## config.mk

```make
export PLATFORM = sky130hd
export DESIGN_NAME = irqseq_top
export DESIGN_NICKNAME = d
export VERILOG_FILES = /design/src/rtl/irqseq_pkg.sv /design/src/rtl/irqseq_stack.sv /design/src/rtl/irqseq_status.sv /design/src/rtl/irqseq_ctrl.sv /design/src/rtl/irqseq_top.sv
export SDC_FILE = /design/constraint.sdc
export NUM_CORES = 1
export LEC_CHECK = 0
export BUFFER_PORTS_ARGS = -buffer_cell sky130_fd_sc_hd__buf_4
export CORE_MARGIN = 3
export CORE_UTILIZATION = 30
export DETAILED_ROUTE_END_ITERATION = 8
export GPL_ROUTABILITY_DRIVEN = 1
export PLACE_DENSITY = 0.59
export SLEW_MARGIN = 30
export SYNTH_ARGS = -nofsm -noshare
export SYNTH_HDL_FRONTEND = slang
export SYNTH_HIERARCHICAL = 1
export SYNTH_SLANG_ARGS = --single-unit
```

## constraint.sdc

```tcl
create_clock -name clk -period 2.7 [get_ports clk]
set_input_delay 0.54 -clock clk [delete_from_list [all_inputs] [get_ports clk]]
set_output_delay 0.54 -clock clk [all_outputs]
set_load 0.1 [all_outputs]
```

## src/rtl/irqseq_pkg.sv

```systemverilog
package irqseq_pkg;

    localparam int AW = 16;
    localparam int DW = 8;

    localparam logic [AW-1:0] DEF_RST_VEC  = 16'hFFFC;
    localparam logic [AW-1:0] DEF_IRQ_VEC  = 16'hFFFE;
    localparam logic [DW-1:0] DEF_STK_PAGE = 8'h01;
    localparam logic [DW-1:0] SP_INIT      = 8'hFF;
    localparam logic [DW-1:0] OPC_BREAK    = 8'h00;
    localparam logic [DW-1:0] OPC_RETURN   = 8'h40;

    typedef struct packed {
        logic n;
        logic v;
        logic r;
        logic b;
        logic d;
        logic i;
        logic z;
        logic c;
    } stat_t;

    typedef enum logic [3:0] {
        S_RLO, S_RHI, S_FETCH, S_EXEC, S_SKIP,
        S_PSH_H, S_PSH_L, S_PSH_P, S_VLO, S_VHI,
        S_RDUM, S_PUL_P, S_PUL_L, S_PUL_H
    } st_e;

    typedef enum logic [2:0] {A_PC, A_PUSH, A_PULL, A_VEC_LO, A_VEC_HI} asel_e;
    typedef enum logic [1:0] {W_PCH, W_PCL, W_STAT} wsel_e;
    typedef enum logic [1:0] {SP_HOLD, SP_DEC, SP_INC} spop_e;
    typedef enum logic [1:0] {F_HOLD, F_ENTER_IRQ, F_ENTER_BRK, F_PULL} fop_e;
    typedef enum logic [1:0] {PC_HOLD, PC_INC, PC_LOAD} pcop_e;

    typedef struct packed {
        asel_e asel;
        logic  vec_rst;
        logic  bus_en;
        logic  we;
        wsel_e wsel;
        spop_e spop;
        fop_e  fop;
        pcop_e pcop;
        logic  cap_lo;
        logic  sync;
        logic  go;
    } ctl_t;

    localparam ctl_t CTL_IDLE = '{asel: A_PC, vec_rst: 1'b0, bus_en: 1'b0, we: 1'b0,
                                  wsel: W_PCH, spop: SP_HOLD, fop: F_HOLD,
                                  pcop: PC_HOLD, cap_lo: 1'b0, sync: 1'b0, go: 1'b0};

    function automatic logic [DW-1:0] push_image(stat_t p, logic brk);
        return {p.n, p.v, 1'b1, brk, p.d, p.i, p.z, p.c};
    endfunction

    function automatic stat_t pull_image(logic [DW-1:0] d);
        stat_t s;
        s   = stat_t'(d);
        s.r = 1'b1;
        s.b = 1'b1;
        return s;
    endfunction

endpackage

```

## src/rtl/irqseq_stack.sv

```systemverilog
module irqseq_stack
    import irqseq_pkg::*;
#(
    parameter logic [DW-1:0] STK_PAGE = DEF_STK_PAGE
) (
    input  logic          clk,
    input  logic          rst,
    input  spop_e         spop,
    output logic [DW-1:0] sp,
    output logic [AW-1:0] push_addr,
    output logic [AW-1:0] pull_addr
);
    logic [DW-1:0] sp_q;
    logic [DW-1:0] sp_inc;

    assign sp_inc    = sp_q + 8'd1;
    assign sp        = sp_q;
    assign push_addr = {STK_PAGE, sp_q};
    assign pull_addr = {STK_PAGE, sp_inc};

    always_ff @(posedge clk) begin
        if (rst) begin
            sp_q <= SP_INIT;
        end else begin
            unique case (spop)
                SP_DEC:  sp_q <= sp_q - 8'd1;
                SP_INC:  sp_q <= sp_inc;
                default: sp_q <= sp_q;
            endcase
        end
    end

    AST_SP_WRAP_UP: assert property (@(posedge clk) disable iff (rst)
        (spop == SP_INC) |=> (sp_q == $past(sp_q) + 8'd1));
    AST_SP_WRAP_DOWN: assert property (@(posedge clk) disable iff (rst)
        (spop == SP_DEC) |=> (sp_q == $past(sp_q) - 8'd1));

endmodule

```

## src/rtl/irqseq_status.sv

```systemverilog
module irqseq_status
    import irqseq_pkg::*;
(
    input  logic          clk,
    input  logic          rst,
    input  fop_e          fop,
    input  logic [DW-1:0] rdata,
    output logic [DW-1:0] stat_byte,
    output logic [DW-1:0] push_byte,
    output logic          i_flag
);
    stat_t st_q;

    assign stat_byte = st_q;
    assign i_flag    = st_q.i;
    assign push_byte = push_image(st_q, fop == F_ENTER_BRK);

    always_ff @(posedge clk) begin
        if (rst) begin
            st_q <= '0;
        end else begin
            unique case (fop)
                F_ENTER_IRQ: st_q.i <= 1'b1;
                F_ENTER_BRK: begin
                    st_q.i <= 1'b1;
                    st_q.d <= 1'b0;
                end
                F_PULL:  st_q <= pull_image(rdata);
                default: st_q <= st_q;
            endcase
        end
    end

    AST_MASK_AFTER_ENTRY: assert property (@(posedge clk) disable iff (rst)
        (fop == F_ENTER_IRQ || fop == F_ENTER_BRK) |=> st_q.i);
    AST_BREAK_CLEARS_D: assert property (@(posedge clk) disable iff (rst)
        (fop == F_ENTER_BRK) |=> !st_q.d);
    AST_IRQ_KEEPS_D: assert property (@(posedge clk) disable iff (rst)
        (fop == F_ENTER_IRQ) |=> (st_q.d == $past(st_q.d)));
    AST_PULL_FORCES_BITS: assert property (@(posedge clk) disable iff (rst)
        (fop == F_PULL) |=> (st_q.b && st_q.r));

endmodule

```

## src/rtl/irqseq_ctrl.sv

```systemverilog
module irqseq_ctrl
    import irqseq_pkg::*;
(
    input  logic          clk,
    input  logic          rst,
    input  logic          irq_req,
    input  logic          exec_done,
    input  logic          i_flag,
    input  logic [DW-1:0] rdata,
    output ctl_t          ctl
);
    st_e  st_q, st_d;
    logic pend_q, pend_d;
    logic brk_q, brk_d;
    logic bound, take;

    always_comb begin
        ctl   = CTL_IDLE;
        st_d  = st_q;
        brk_d = brk_q;
        bound = 1'b0;
        unique case (st_q)
            S_RLO: begin
                ctl.asel = A_VEC_LO; ctl.vec_rst = 1'b1; ctl.bus_en = 1'b1;
                ctl.cap_lo = 1'b1;
                st_d = S_RHI;
            end
            S_RHI: begin
                ctl.asel = A_VEC_HI; ctl.vec_rst = 1'b1; ctl.bus_en = 1'b1;
                ctl.pcop = PC_LOAD;
                bound = 1'b1;
            end
            S_FETCH: begin
                ctl.bus_en = 1'b1; ctl.sync = 1'b1; ctl.pcop = PC_INC;
                if (rdata == OPC_BREAK)       st_d = S_SKIP;
                else if (rdata == OPC_RETURN) st_d = S_RDUM;
                else                          st_d = S_EXEC;
            end
            S_EXEC: begin
                ctl.go = 1'b1;
                bound  = exec_done;
            end
            S_SKIP: begin
                ctl.bus_en = 1'b1; ctl.pcop = PC_INC;
                brk_d = 1'b1;
                st_d  = S_PSH_H;
            end
            S_PSH_H: begin
                ctl.asel = A_PUSH; ctl.bus_en = 1'b1; ctl.we = 1'b1;
                ctl.wsel = W_PCH; ctl.spop = SP_DEC;
                st_d = S_PSH_L;
            end
            S_PSH_L: begin
                ctl.asel = A_PUSH; ctl.bus_en = 1'b1; ctl.we = 1'b1;
                ctl.wsel = W_PCL; ctl.spop = SP_DEC;
                st_d = S_PSH_P;
            end
            S_PSH_P: begin
                ctl.asel = A_PUSH; ctl.bus_en = 1'b1; ctl.we = 1'b1;
                ctl.wsel = W_STAT; ctl.spop = SP_DEC;
                ctl.fop  = brk_q ? F_ENTER_BRK : F_ENTER_IRQ;
                brk_d = 1'b0;
                st_d  = S_VLO;
            end
            S_VLO: begin
                ctl.asel = A_VEC_LO; ctl.bus_en = 1'b1; ctl.cap_lo = 1'b1;
                st_d = S_VHI;
            end
            S_VHI: begin
                ctl.asel = A_VEC_HI; ctl.bus_en = 1'b1; ctl.pcop = PC_LOAD;
                bound = 1'b1;
            end
            S_RDUM: begin
                ctl.bus_en = 1'b1;
                st_d = S_PUL_P;
            end
            S_PUL_P: begin
                ctl.asel = A_PULL; ctl.bus_en = 1'b1; ctl.spop = SP_INC;
                ctl.fop  = F_PULL;
                st_d = S_PUL_L;
            end
            S_PUL_L: begin
                ctl.asel = A_PULL; ctl.bus_en = 1'b1; ctl.spop = SP_INC;
                ctl.cap_lo = 1'b1;
                st_d = S_PUL_H;
            end
            S_PUL_H: begin
                ctl.asel = A_PULL; ctl.bus_en = 1'b1; ctl.spop = SP_INC;
                ctl.pcop = PC_LOAD;
                bound = 1'b1;
            end
            default: st_d = S_FETCH;
        endcase

        take   = bound & (pend_q | irq_req) & ~i_flag;
        pend_d = take ? 1'b0 : (pend_q | irq_req);
        if (bound) st_d = take ? S_PSH_H : S_FETCH;
    end

    always_ff @(posedge clk) begin
        if (rst) begin
            st_q   <= S_RLO;
            pend_q <= 1'b0;
            brk_q  <= 1'b0;
        end else begin
            st_q   <= st_d;
            pend_q <= pend_d;
            brk_q  <= brk_d;
        end
    end

    AST_MASKED_NO_ENTRY: assert property (@(posedge clk) disable iff (rst)
        (bound && i_flag) |=> (st_q != S_PSH_H));
    AST_PENDING_KEPT: assert property (@(posedge clk) disable iff (rst)
        (pend_q && i_flag) |=> pend_q);
    AST_ENTRY_FROM_BOUND: assert property (@(posedge clk) disable iff (rst)
        (st_q == S_PSH_H) |-> ($past(bound) || $past(st_q) == S_SKIP));

endmodule

```

## src/rtl/irqseq_top.sv

```systemverilog
module irqseq_top
    import irqseq_pkg::*;
#(
    parameter logic [AW-1:0] RST_VEC  = DEF_RST_VEC,
    parameter logic [AW-1:0] IRQ_VEC  = DEF_IRQ_VEC,
    parameter logic [DW-1:0] STK_PAGE = DEF_STK_PAGE
) (
    input  logic          clk,
    input  logic          rst,
    input  logic          irq_req,
    input  logic          exec_done,
    input  logic [DW-1:0] bus_rdata,
    output logic          bus_en,
    output logic          bus_we,
    output logic [AW-1:0] bus_addr,
    output logic [DW-1:0] bus_wdata,
    output logic          sync,
    output logic          exec_go,
    output logic [DW-1:0] opcode,
    output logic [AW-1:0] pc_out,
    output logic [DW-1:0] sp_out,
    output logic [DW-1:0] status_out
);
    ctl_t          ctl;
    logic [AW-1:0] pc_q;
    logic [DW-1:0] lo_q;
    logic [DW-1:0] op_q;
    logic [AW-1:0] push_addr, pull_addr, vec_base;
    logic [DW-1:0] push_byte;
    logic          i_flag;

    irqseq_ctrl u_ctrl (
        .clk(clk), .rst(rst), .irq_req(irq_req), .exec_done(exec_done),
        .i_flag(i_flag), .rdata(bus_rdata), .ctl(ctl)
    );

    irqseq_stack #(.STK_PAGE(STK_PAGE)) u_stack (
        .clk(clk), .rst(rst), .spop(ctl.spop), .sp(sp_out),
        .push_addr(push_addr), .pull_addr(pull_addr)
    );

    irqseq_status u_status (
        .clk(clk), .rst(rst), .fop(ctl.fop), .rdata(bus_rdata),
        .stat_byte(status_out), .push_byte(push_byte), .i_flag(i_flag)
    );

    assign vec_base = ctl.vec_rst ? RST_VEC : IRQ_VEC;

    always_comb begin
        unique case (ctl.asel)
            A_PUSH:   bus_addr = push_addr;
            A_PULL:   bus_addr = pull_addr;
            A_VEC_LO: bus_addr = vec_base;
            A_VEC_HI: bus_addr = vec_base + 16'd1;
            default:  bus_addr = pc_q;
        endcase
        unique case (ctl.wsel)
            W_PCL:   bus_wdata = pc_q[7:0];
            W_STAT:  bus_wdata = push_byte;
            default: bus_wdata = pc_q[15:8];
        endcase
    end

    assign bus_en  = ctl.bus_en;
    assign bus_we  = ctl.we;
    assign sync    = ctl.sync;
    assign exec_go = ctl.go;
    assign opcode  = op_q;
    assign pc_out  = pc_q;

    always_ff @(posedge clk) begin
        if (rst) begin
            pc_q <= '0;
            lo_q <= '0;
            op_q <= '0;
        end else begin
            if (ctl.cap_lo) lo_q <= bus_rdata;
            if (ctl.sync)   op_q <= bus_rdata;
            unique case (ctl.pcop)
                PC_INC:  pc_q <= pc_q + 16'd1;
                PC_LOAD: pc_q <= {bus_rdata, lo_q};
                default: pc_q <= pc_q;
            endcase
        end
    end

    AST_RESET_READS_VECTOR: assert property (@(posedge clk)
        $past(rst) |-> (bus_en && !bus_we && bus_addr == RST_VEC));
    AST_STACK_IN_PAGE: assert property (@(posedge clk) disable iff (rst)
        bus_we |-> (bus_addr[15:8] == STK_PAGE));
    AST_PUSH_DECREMENTS: assert property (@(posedge clk) disable iff (rst)
        bus_we |=> (sp_out == $past(sp_out) - 8'd1));
    AST_FETCH_STEPS_PC: assert property (@(posedge clk) disable iff (rst)
        sync |=> (pc_q == $past(pc_q) + 16'd1));
    AST_GO_NO_BUS: assert property (@(posedge clk) disable iff (rst)
        exec_go |-> !bus_en);

endmodule

```

# Yosys cells after proc, flatten, opt, wreduce, memory -nomap -nowiden
# Cells that the tools add are included.
# Widths: inputs -> output; s select.
# totals
ff_bits	53
input_bits	12
out_inout_bits	68
elab_cells	94
# op_classes
n_addsub	4
n_eq_ne	28
mux	25
n_bitwise	4
reduce_logical	19
# op_table
operator	count
$pmux 16 s4	1
$pmux 4 s11	1
$pmux 16 s2	1
$pmux 8 s2	2
$eq 4x4->1 const B	6
$add 16x1->16 const B	1
$eq 4x3->1 const B	4
$reduce_or 13->1	1
$mux 4	3
$pmux 2 s2	3
$pmux 3 s4	1
$reduce_or 2->1	6
$reduce_or 3->1	4
$eq 2x2->1 const B	5
$reduce_bool 2->1	5
$pmux 3 s3	1
$add 8x1->8 const B	1
$eq 2x1->1 const B	4
$eq 4x2->1 const B	2
$eq 8x7->1 const B	1
$logic_not 8->1	1
$pmux 1 s2	4
$sub 8x1->8 const B	1
$eq 3x2->1 const B	2
other kinds (13)	19

# Logic depth before layout (Yosys ltp)
# Gate-level depths: netlist of the first run.
# logic_depth
word_depth	7
depth_mapped	13
ltp_nobuf	9

# Hierarchy
# The synthesis of the first run kept the hierarchy.
# by_module_without_submodules
module	instances	cells_per_inst	area_each_um2	seq_area_each_um2
irqseq_top	1	295	2239.6	640.6
irqseq_stack	1	97	788.3	160.2
irqseq_ctrl	1	85	603.1	120.1
irqseq_status	1	40	380.4	140.1

# Worst setup path after synthesis of the first run
# No wires, ideal clock.
# synth_timing
kind	flip-flop to output port
from	reg u_ctrl.st_q[1]
to	out bus_addr[1]
arrival_ns	4.072
t_required_ns	2.160
setup_slack_ns	-1.912
stages_incl_launch_ff	10
n_path_buf	3
cell_sequence	dfxtp_1 > clkbuf_1 > buf_2 > nor2_1 > o21ai_0 > clkbuf_1 > nor2_1 > xnor2_1 > nor2_1 > a311oi_1
# synth_rtl
element	line_no	text
start: declaration	irqseq_ctrl.sv:12	st_e st_q, st_d;
start signal: assignment	irqseq_ctrl.sv:106	st_q <= st_d;
end: declaration	irqseq_top.sv:15	output logic [AW-1:0] bus_addr,

==> impl_metrics.toml, run 1 <==
[finish]
antenna_cells = 0
nets = 603
fillCellCount = 1234
area.growth.synth_to_final_pct = 42.2
multi_input_area_um2 = 2860
final_layout_size_suffix_gt1_share_pct = 35.7
regArea_um2 = 1070

[sta]
rsz0062_at_grt = "true"
max_slew.worst_pin.slew_ns = 0.613
setup_ws_ns = -0.123
finalSetupViolCount = 15
hold_viol_final = 0
fin_crit_ns = 2.82
slew_viol_final = 0
skew_ns = 0.00667
period_share_pct = 105
max_freq_mhz = 354
slew_headroom_pct = 59.1

[synth]
synthTopCellsByArea = "dfxtp_1 (26%), mux2i_1 (6.2%), buf_4 (6.2%)"
synth_edf_count = 0
syn_area_um2 = 4010
yosys-mux-area-fraction_pct = 6.24
synth_fa_ha_area_share_pct = 2.18
yosysWarningCount = 6
synth_simple_gate_area_share_pct = 24.4
synth.top_cells.by_count = "nor2_1 (57), dfxtp_1 (53), nand2_1 (41)"
synthXorXnorAreaFrac_pct = 2.62
synthCells = 517
synth_compound_area_share_pct = 24.5
synth_top_area_share_pct = 26.5
synth_seq_cells = 53
async_reset_ff_share_pct = 0
yosys.area.top_type = "dfxtp_1"
ys_seq_area_share_pct = 26.5
synth_top_family_by_area = "compound AO/OA/AOI/OAI gates"
yosys.cell_types.count = 72
syn_area_per_cell_um2 = 7.76
synth.most_common_cell = "nor2_1"
synth_ff_type = "dfxtp_1"

[setup_path]
cp_cell_sequence = "and3b_1 -> o21a_1 -> nand2b_4 -> or2_1 -> nor2_2 -> a21oi_4 -> buf_12 -> o221a_2 -> buf_6"
slowest_delay_ns = 0.37
critPathLaunch = "u_ctrl/st_q[2]"
crit_family = "simple AND/OR/NAND/NOR gates"
crit_buf_inv = 2
criticalPathCategory = "flop to output pin"
worstPathArrival_ns = 2.28
end_kind = "output pin"
timing.rr.start = "u_ctrl/st_q[2]"
cp_max_fo = 14
worst_ep_required_time_ns = 2.16
cpMaxStageDelayCell = "dfxtp_4"
cp-start-kind = "flop"

[outcome]
status = "complete, but fails checks"
violations = "setup timing"

[grt]
antenna_found_initial = 0
grt_max_degree = 56
grt_pass1_wl_um = 20400
grt_pass1_vias = 3770
overflow = 0
grt_use_total_pct = 17.3

[placement]
dp_hpwl_um = 9010
gp_congestion = 0.867
portBuffers = 79
dp_slack_ns = -0.160

[cts]
cts_max_level = 2
cts_buffer_depth = 2
clock-root-buffer = "clkbuf_16"
cts.sinks = 53
clk_pin_slew_ns = 0.08
clock_latency_ns = 0.31
cts_tree = "built"
cts_buffers = 5

[routing]
drc_errors = 0
ant_nets = 0
wl_um = 13000
top_layer = "met4"
route.met2.wl_um = 6030
wl_met3_um = 691
wl_met1_um = 5980
drt_first_pass_iters = 5
drt_iter0_drc = 316
wl_per_cell_um = 17.1
via_count = 3996
viasPerCell = 5.28

[worst_hold_path]
hold_start = "lo_q[1]"
hold_path_class = "flop to flop"

[floorplan]
coreArea_um2 = 12800
die_w_um = 122
dieHeight_um = 122
pin_count = 80
start_util_pct = 31.3
fp.dieArea_um2 = 14800
rows = 41

[run]
max_cap_violations = 0
## final timing paths
kind,endpoint,slack (ns),cells past startpoint
worst max-delay path,bus_addr[5],-0.12,9
worst min-delay path,lo_q[1],0.50,2
worst min register to register,lo_q[1],0.50,2
worst max register to register,u_stack/sp[7],0.10,10
## through the flow
step           setup TNS (ns)  utilization, %  hold slack (ns)  instance area [um^2]  cells
6_report                -1.44            44.5            0.500                  5700    757
5_1_grt                 -2.60            44.5            0.527                  5700    757
4_1_cts                -0.423            42.8            0.508                  5480    749
3_5_place_dp            -1.76            38.1            0.485                  4890    730
3_3_place_gp           -0.779            38.1            0.479                  4890    730
2_1_floorplan          -0.432               -            0.452                  4360    531
## layout by cell type, fill, tap and decap left out, types with 5 or more instances in the layout
cell / instances
nand2b_1: 12
xnor2_1: 5
a31oi_1: 6
nor2_1: 52
a21oi_1: 18
ha_1: 5
nand4_1: 9
xor2_1: 7
dfxtp_1: 49
nand3_1: 13
clkbuf_16: 6
o21ai_0: 10
inv_1: 15
o221a_4: 10
o22ai_1: 13
nor3_1: 8
buf_6: 10
nor2b_1: 8
nand2_1: 40
buf_4: 91
mux2i_1: 25
buf_12: 24
o21ai_4: 5
a22oi_1: 12
conb_1: 17
## logic make-up after synthesis
logic type | count (synthesis)
AOI/OAI and AO/OA | 131
buffers and inverters | 99
xor gates and xnor gates | 12
other | 3
and+or+nand+nor | 187
muxes | 25
adders and majority gates | 7
DFF | 53
## per-layer routing
metal / vias up / global-route usage, %
li1: 1941 / -
met4: 0 / 5.53
met5: - / 0
met1: 1887 / 23.6
met2: 153 / 27.6
met3: 15 / 3.20
## timing repair
action                     CTS  global route
gates cloned                 1             1
hold buffers                 0             0
gates resized for setup     81            29
setup endpoints to repair   24            24
pin swaps                    7             8
setup buffers               10             8
## flip-flops by register name, indices dropped and copies added, names as in the netlist
register            cells
u_ctrl/st_q             4
u_ctrl/brk_q            1
u_stack/sp              8
u_status/i_flag         1
lo_q                    8
u_status/push_byte      5
u_status/stat_byte      1
pc_out                 16
u_ctrl/pend_q           1
opcode                  8
## layout make-up
cell class / instances / share of cell area, %
Sequential cell: 53 / 18.8
Clock buffer: 5 / 2.19
Multi-Input combinational cell: 379 / 50.2
Clock inverter: 3 / 0.768
Tap cell: 172 / 3.77
Inverter: 17 / 1.12
Timing Repair Buffer: 128 / 23.2
## worst min-delay path, delay by kind of cell, from the launching register on
| kind | cells | cell delay (ns) |
|---|---|---|
| flops | 1 | 0.33 |
| mux | 1 | 0.06 |
| simple gates | 1 | 0.07 |
Power of run 1 is not shown: default switching activity piles up to over one toggle a cycle in this logic, so the estimate is an artifact.
==> inputs of run 2 (changes only) <==
--- a/config.mk
+++ b/config.mk
@@ -10,9 +10,9 @@
 export CORE_UTILIZATION = 30
 export DETAILED_ROUTE_END_ITERATION = 8
 export GPL_ROUTABILITY_DRIVEN = 1
-export PLACE_DENSITY = 0.59
+export PLACE_DENSITY = 0.6
+export SKIP_CTS_REPAIR_TIMING = 1
 export SLEW_MARGIN = 30
 export SYNTH_ARGS = -nofsm -noshare
 export SYNTH_HDL_FRONTEND = slang
-export SYNTH_HIERARCHICAL = 1
 export SYNTH_SLANG_ARGS = --single-unit
==> constraint.sdc (replaced) <==
create_clock -name clk -period 2.7 [get_ports clk]
set_input_delay 0.135 -clock clk [delete_from_list [all_inputs] [get_ports clk]]
set_output_delay 0.135 -clock clk [all_outputs]
set_load 0.1 [all_outputs]
==> impl_metrics.toml, run 2 <==
[sta]
max_slew.worst_pin.slew_ns = 0.726
slew_viol_final = 0
max_freq_mhz = 386
hold_viol_final = 0
finalSetupViolCount = 0
skew_ns = 0.00847
period_share_pct = 96.0
fin_crit_ns = 2.59
tns_ns = 0
whs_ns = 0.128
rsz0062_at_grt = "true"
slew_headroom_pct = 50.4

[synth]
syn_area_per_cell_um2 = 7.21
yosys.area.top_type = "dfxtp_1"
synth_nets = 501
yosys.cell_types.count = 62
synth.top_cells.by_count = "nand2_1 (58), a21oi_1 (53), dfxtp_1 (53)"
synth_seq_cells = 53
async_reset_ff_share_pct = 0
syn_area_um2 = 3480
synth_ff_type = "dfxtp_1"
synthTopCellsByArea = "dfxtp_1 (31%), a21oi_1 (7.6%), nand2_1 (6.3%)"
yosysWarningCount = 0
synth.most_common_cell = "nand2_1"
synth_top_area_share_pct = 30.5
ys_seq_area_share_pct = 30.5
synth_edf_count = 0
synthCells = 482

[setup_path]
cp.depth = 8
crit_family = "buffers and inverters"
end_kind = "output pin"
crit_buf_inv = 4
slowest_delay_ns = 0.40
worst_ep_required_time_ns = 2.57
crit_path_frequent_cell = "buf_4"
worstPathArrival_ns = 2.46
cp_cell_sequence = "buf_4 -> and4b_2 -> inv_1 -> ha_1 -> buf_4 -> nand2_1 -> o21ai_4 -> buf_4"
cp-endpoint = "bus_wdata[0]"
cp-start-kind = "flop"
r2r_end = "u_stack.sp[6]"
timing.rr.start = "u_ctrl.st_q[3]"
reg2reg_slack_ns = 0.24
critPathLaunch = "u_ctrl.st_q[2]"
r2r_cells = 8
criticalPathCategory = "flop to output pin"
cp_max_fo = 16
cpMaxStageDelayCell = "dfxtp_1"

[cts]
cts_max_level = 2
cts_buffers = 5
clock_latency_ns = 0.29
clock-root-buffer = "clkbuf_16"
cts_tree = "built"
cts_buffer_depth = 2
cts.sinks = 53
clk_pin_slew_ns = 0.07

[floorplan]
dieHeight_um = 114
fp.dieArea_um2 = 12900
die_w_um = 114
coreArea_um2 = 11100
start_util_pct = 31.4
pin_count = 80
rows = 38

[grt]
antenna_found_initial = 0
overflow = 0
grt_max_degree = 56
grt_pass1_vias = 3540
grt_use_total_pct = 18.1
grt_pass1_wl_um = 19000

[routing]
drt_iter0_drc = 246
viasPerCell = 5.59
via_count = 3814
drc_errors = 0
wl_um = 11900
ant_nets = 0
drt_first_pass_iters = 4
wl_per_cell_um = 17.5

[placement]
portBuffers = 79
gp_congestion = 0.908
dp_hpwl_um = 8820

[finish]
multi_input_area_um2 = 2340
final_layout_size_suffix_gt1_share_pct = 26.0
regArea_um2 = 1070
layout_common_cells = "buf_4 (101), nand2_1 (58), a21oi_1 (51)"
largest_reg_flops = 16
antenna_cells = 0
final_common_cell = "buf_4"
area.growth.synth_to_final_pct = 30.8
fillCellCount = 1141
nets = 560

[outcome]
status = "finished clean"

[run]
max_cap_violations = 0

[worst_hold_path]
hold_path_class = "input pin to flop"
run 2: per-layer routing:
layer  up-vias  global-route usage (%)  routed length [um]
li1       1857                       -                   -
met1      1792                    26.4                5720
met2       152                    27.8                5260
met3        13                    2.97                 825
met4         0                    4.33                 123
met5         -                       0                   0
run 2: cell type report:
class                           instances  area share (%)
Clock inverter                          2           0.303
Multi-Input combinational cell        366            51.5
Timing Repair Buffer                  101            16.7
Sequential cell                        53            23.5
Clock buffer                            6            3.05
Tap cell                              140            3.85
Inverter                               14            1.16
run 2: logic make-up (layout without fill, tap and decap cells):
| kind of cell | count (synthesis) | after routing | synth area share (%) |
|---|---|---|---|
| XOR/XNOR | 6 | 6 | 1.51 |
| buffers and inverters | 63 | 123 | 7.45 |
| adder cells (fa/ha/maj) | 7 | 7 | 2.52 |
| AO/OA/AOI/OAI | 147 | 147 | 26.5 |
| flip-flops | 53 | 53 | 30.5 |
| AND/OR/NAND/NOR | 197 | 197 | 28.9 |
| multiplexers | 9 | 9 | 2.59 |
run 2: tightest hold or removal path, cell delays in order:
cell,delay (ns)
buf_4,0.13
nand2_1,0.05
a21oi_1,0.05
run 2: stage by stage:
stage / utilization, % / instance area [um^2] / setup WS [ns] / cells
after global placement: 39.6 / 4390 / 0.343 / 674
after detailed placement: 39.6 / 4390 / 0.294 / 674
after global routing: 41.1 / 4550 / -0.0130 / 682
after CTS: 41.0 / 4540 / 0.109 / 682
final: 41.1 / 4550 / 0.109 / 682
after floorplan: - / 3660 / -0.0379 / 482
run 2: worst min-delay path by stage:
stage,startpoint,endpoint,slack (ns),cells past startpoint
after detailed placement,bus_rdata[7],opcode[7],0.43,3
after floorplan,bus_rdata[0],u_status.push_byte[0],0.27,2
after global routing,bus_rdata[3],u_status.push_byte[3],0.12,3
after CTS,bus_rdata[7],opcode[7],0.11,3
after global placement,irq_req,u_ctrl.pend_q,0.43,3
final,bus_rdata[7],opcode[7],0.13,3
Power of run 2 is left out for the same reason.
==> inputs of run 3 (changes only) <==
--- a/config.mk
+++ b/config.mk
@@ -10,6 +10,7 @@
 export CORE_UTILIZATION = 30
 export DETAILED_ROUTE_END_ITERATION = 8
 export GPL_ROUTABILITY_DRIVEN = 1
+export MAX_ROUTING_LAYER = met4
 export PLACE_DENSITY = 0.6
 export SKIP_CTS_REPAIR_TIMING = 1
 export SLEW_MARGIN = 30
==> impl_metrics.toml, run 3 (synthesized netlist as in run 2, its figures left out) <==
[floorplan]
start_util_pct = 31.4
coreArea_um2 = 11100
fp.dieArea_um2 = 12900
rows = 38
dieHeight_um = 114
pin_count = 80
die_w_um = 114

[grt]
grt_pass1_wl_um = 19500
grt_pass1_vias = 3568
grt_max_degree = 56
antenna_found_initial = 0
grt_use_total_pct = 19.1
overflow = 0

[finish]
regArea_um2 = 1070
fillCellCount = 1154
multi_input_area_um2 = 2350
area.growth.synth_to_final_pct = 32.3
final_common_cell = "buf_4"
final_area_um2 = 4600
antenna_cells = 0
layout_common_cells = "buf_4 (106), nand2_1 (58), a21oi_1 (51)"
largest_reg_flops = 16
final_layout_size_suffix_gt1_share_pct = 27.0
nets = 566

[routing]
viasPerCell = 5.69
wl_per_cell_um = 17.8
drt_iter0_drc = 279
via_count = 3915
ant_nets = 0
wl_um = 12300
drt_first_pass_iters = 5
drc_errors = 0

[setup_path]
cp_cell_sequence = "buf_4 -> and4b_2 -> inv_1 -> ha_1 -> buf_4 -> nand2_1 -> o21ai_4 -> buf_4"
criticalPathCategory = "flop to output pin"
crit_family = "buffers and inverters"
worstPathArrival_ns = 2.43
cpMaxStageDelayCell = "dfxtp_1"
cp-start-kind = "flop"
slowest_delay_ns = 0.39
crit_path_frequent_cell = "buf_4"
cp_max_fo = 18
worst_ep_required_time_ns = 2.57
end_kind = "output pin"
crit_buf_inv = 4

[sta]
slew_viol_final = 0
hold_viol_final = 0
fin_crit_ns = 2.56
setup_ws_ns = 0.137
slew_headroom_pct = 45.7
tns_ns = 0
finalSetupViolCount = 0
max_freq_mhz = 390
whs_ns = 0.113
skew_ns = 0.00872
period_share_pct = 94.9
rsz0062_at_grt = "true"
max_slew.worst_pin.slew_ns = 0.794

[placement]
place_area_um2 = 4430
dp_hpwl_um = 9030
gp_congestion = 0.902
portBuffers = 79
dp_slack_ns = 0.288

[cts]
cts_max_level = 2
cts_tree = "built"
clock-root-buffer = "clkbuf_16"
cts.sinks = 53
clk_pin_slew_ns = 0.08
clock_latency_ns = 0.30
cts_buffer_depth = 2
cts_buffers = 5

[worst_hold_path]
hold_path_class = "input pin to flop"

[run]
max_cap_violations = 0

[outcome]
status = "finished clean"
[run 3: cell count changes in the layout (fill, tap and decap cells not counted)]
| cell | previous run | this run |
|---|---|---|
| a22oi_1 | 13 | 12 |
| a22oi_2 | 0 | 1 |
| buf_4 | 101 | 106 |
| buf_6 | 0 | 1 |
| clkbuf_8 | 1 | 0 |
| clkinv_2 | 1 | 0 |
| clkinv_4 | 1 | 0 |
| inv_6 | 0 | 3 |
[run 3: final timing paths]
path / cells after the start / slack (ns) / endpoint / startpoint
max: 8 / 0.14 / bus_wdata[5] / u_ctrl.st_q[1]
min: 3 / 0.11 / opcode[5] / bus_rdata[5]
max reg2reg: 8 / 0.26 / u_stack.sp[6] / u_ctrl.st_q[1]
min reg2reg: 2 / 0.46 / opcode[6] / opcode[6]
[run 3: worst reg2reg max path, cell delays in order, from the launching register on]
cell	delay [ns]
dfxtp_1	0.39
and3b_1	0.26
nor2_1	0.16
inv_1	0.07
ha_1	0.29
or4_1	0.54
nor4b_1	0.32
o21ai_0	0.13
a21o_1	0.17
[run 3: layout make-up]
cell class | instances | area share, %
clock buffer | 5 | 2.72
clock inverter | 3 | 0.571
inverter | 14 | 1.14
multi-input combinational | 366 | 51.0
sequential | 53 | 23.2
tap | 140 | 3.81
timing repair buffer | 107 | 17.5
[run 3: per-layer routing]
layer | track usage (%) | wire [um] | up-vias
li1 | - | - | 1880
met1 | 27.1 | 5710 | 1867
met2 | 28.9 | 5560 | 158
met3 | 2.60 | 856 | 10
met4 | 4.33 | 147 | 0
met5 | - | 0 | -
[run 3: through the flow]
| step | cells | util (%) |
|---|---|---|
| finish | 688 | 41.5 |
| global route | 688 | 41.5 |
| CTS | 688 | 41.4 |
| detailed placement | 680 | 40.0 |
| global placement | 680 | 40.0 |
| floorplan | 482 | - |
Power of run 3 is left out for the same reason.
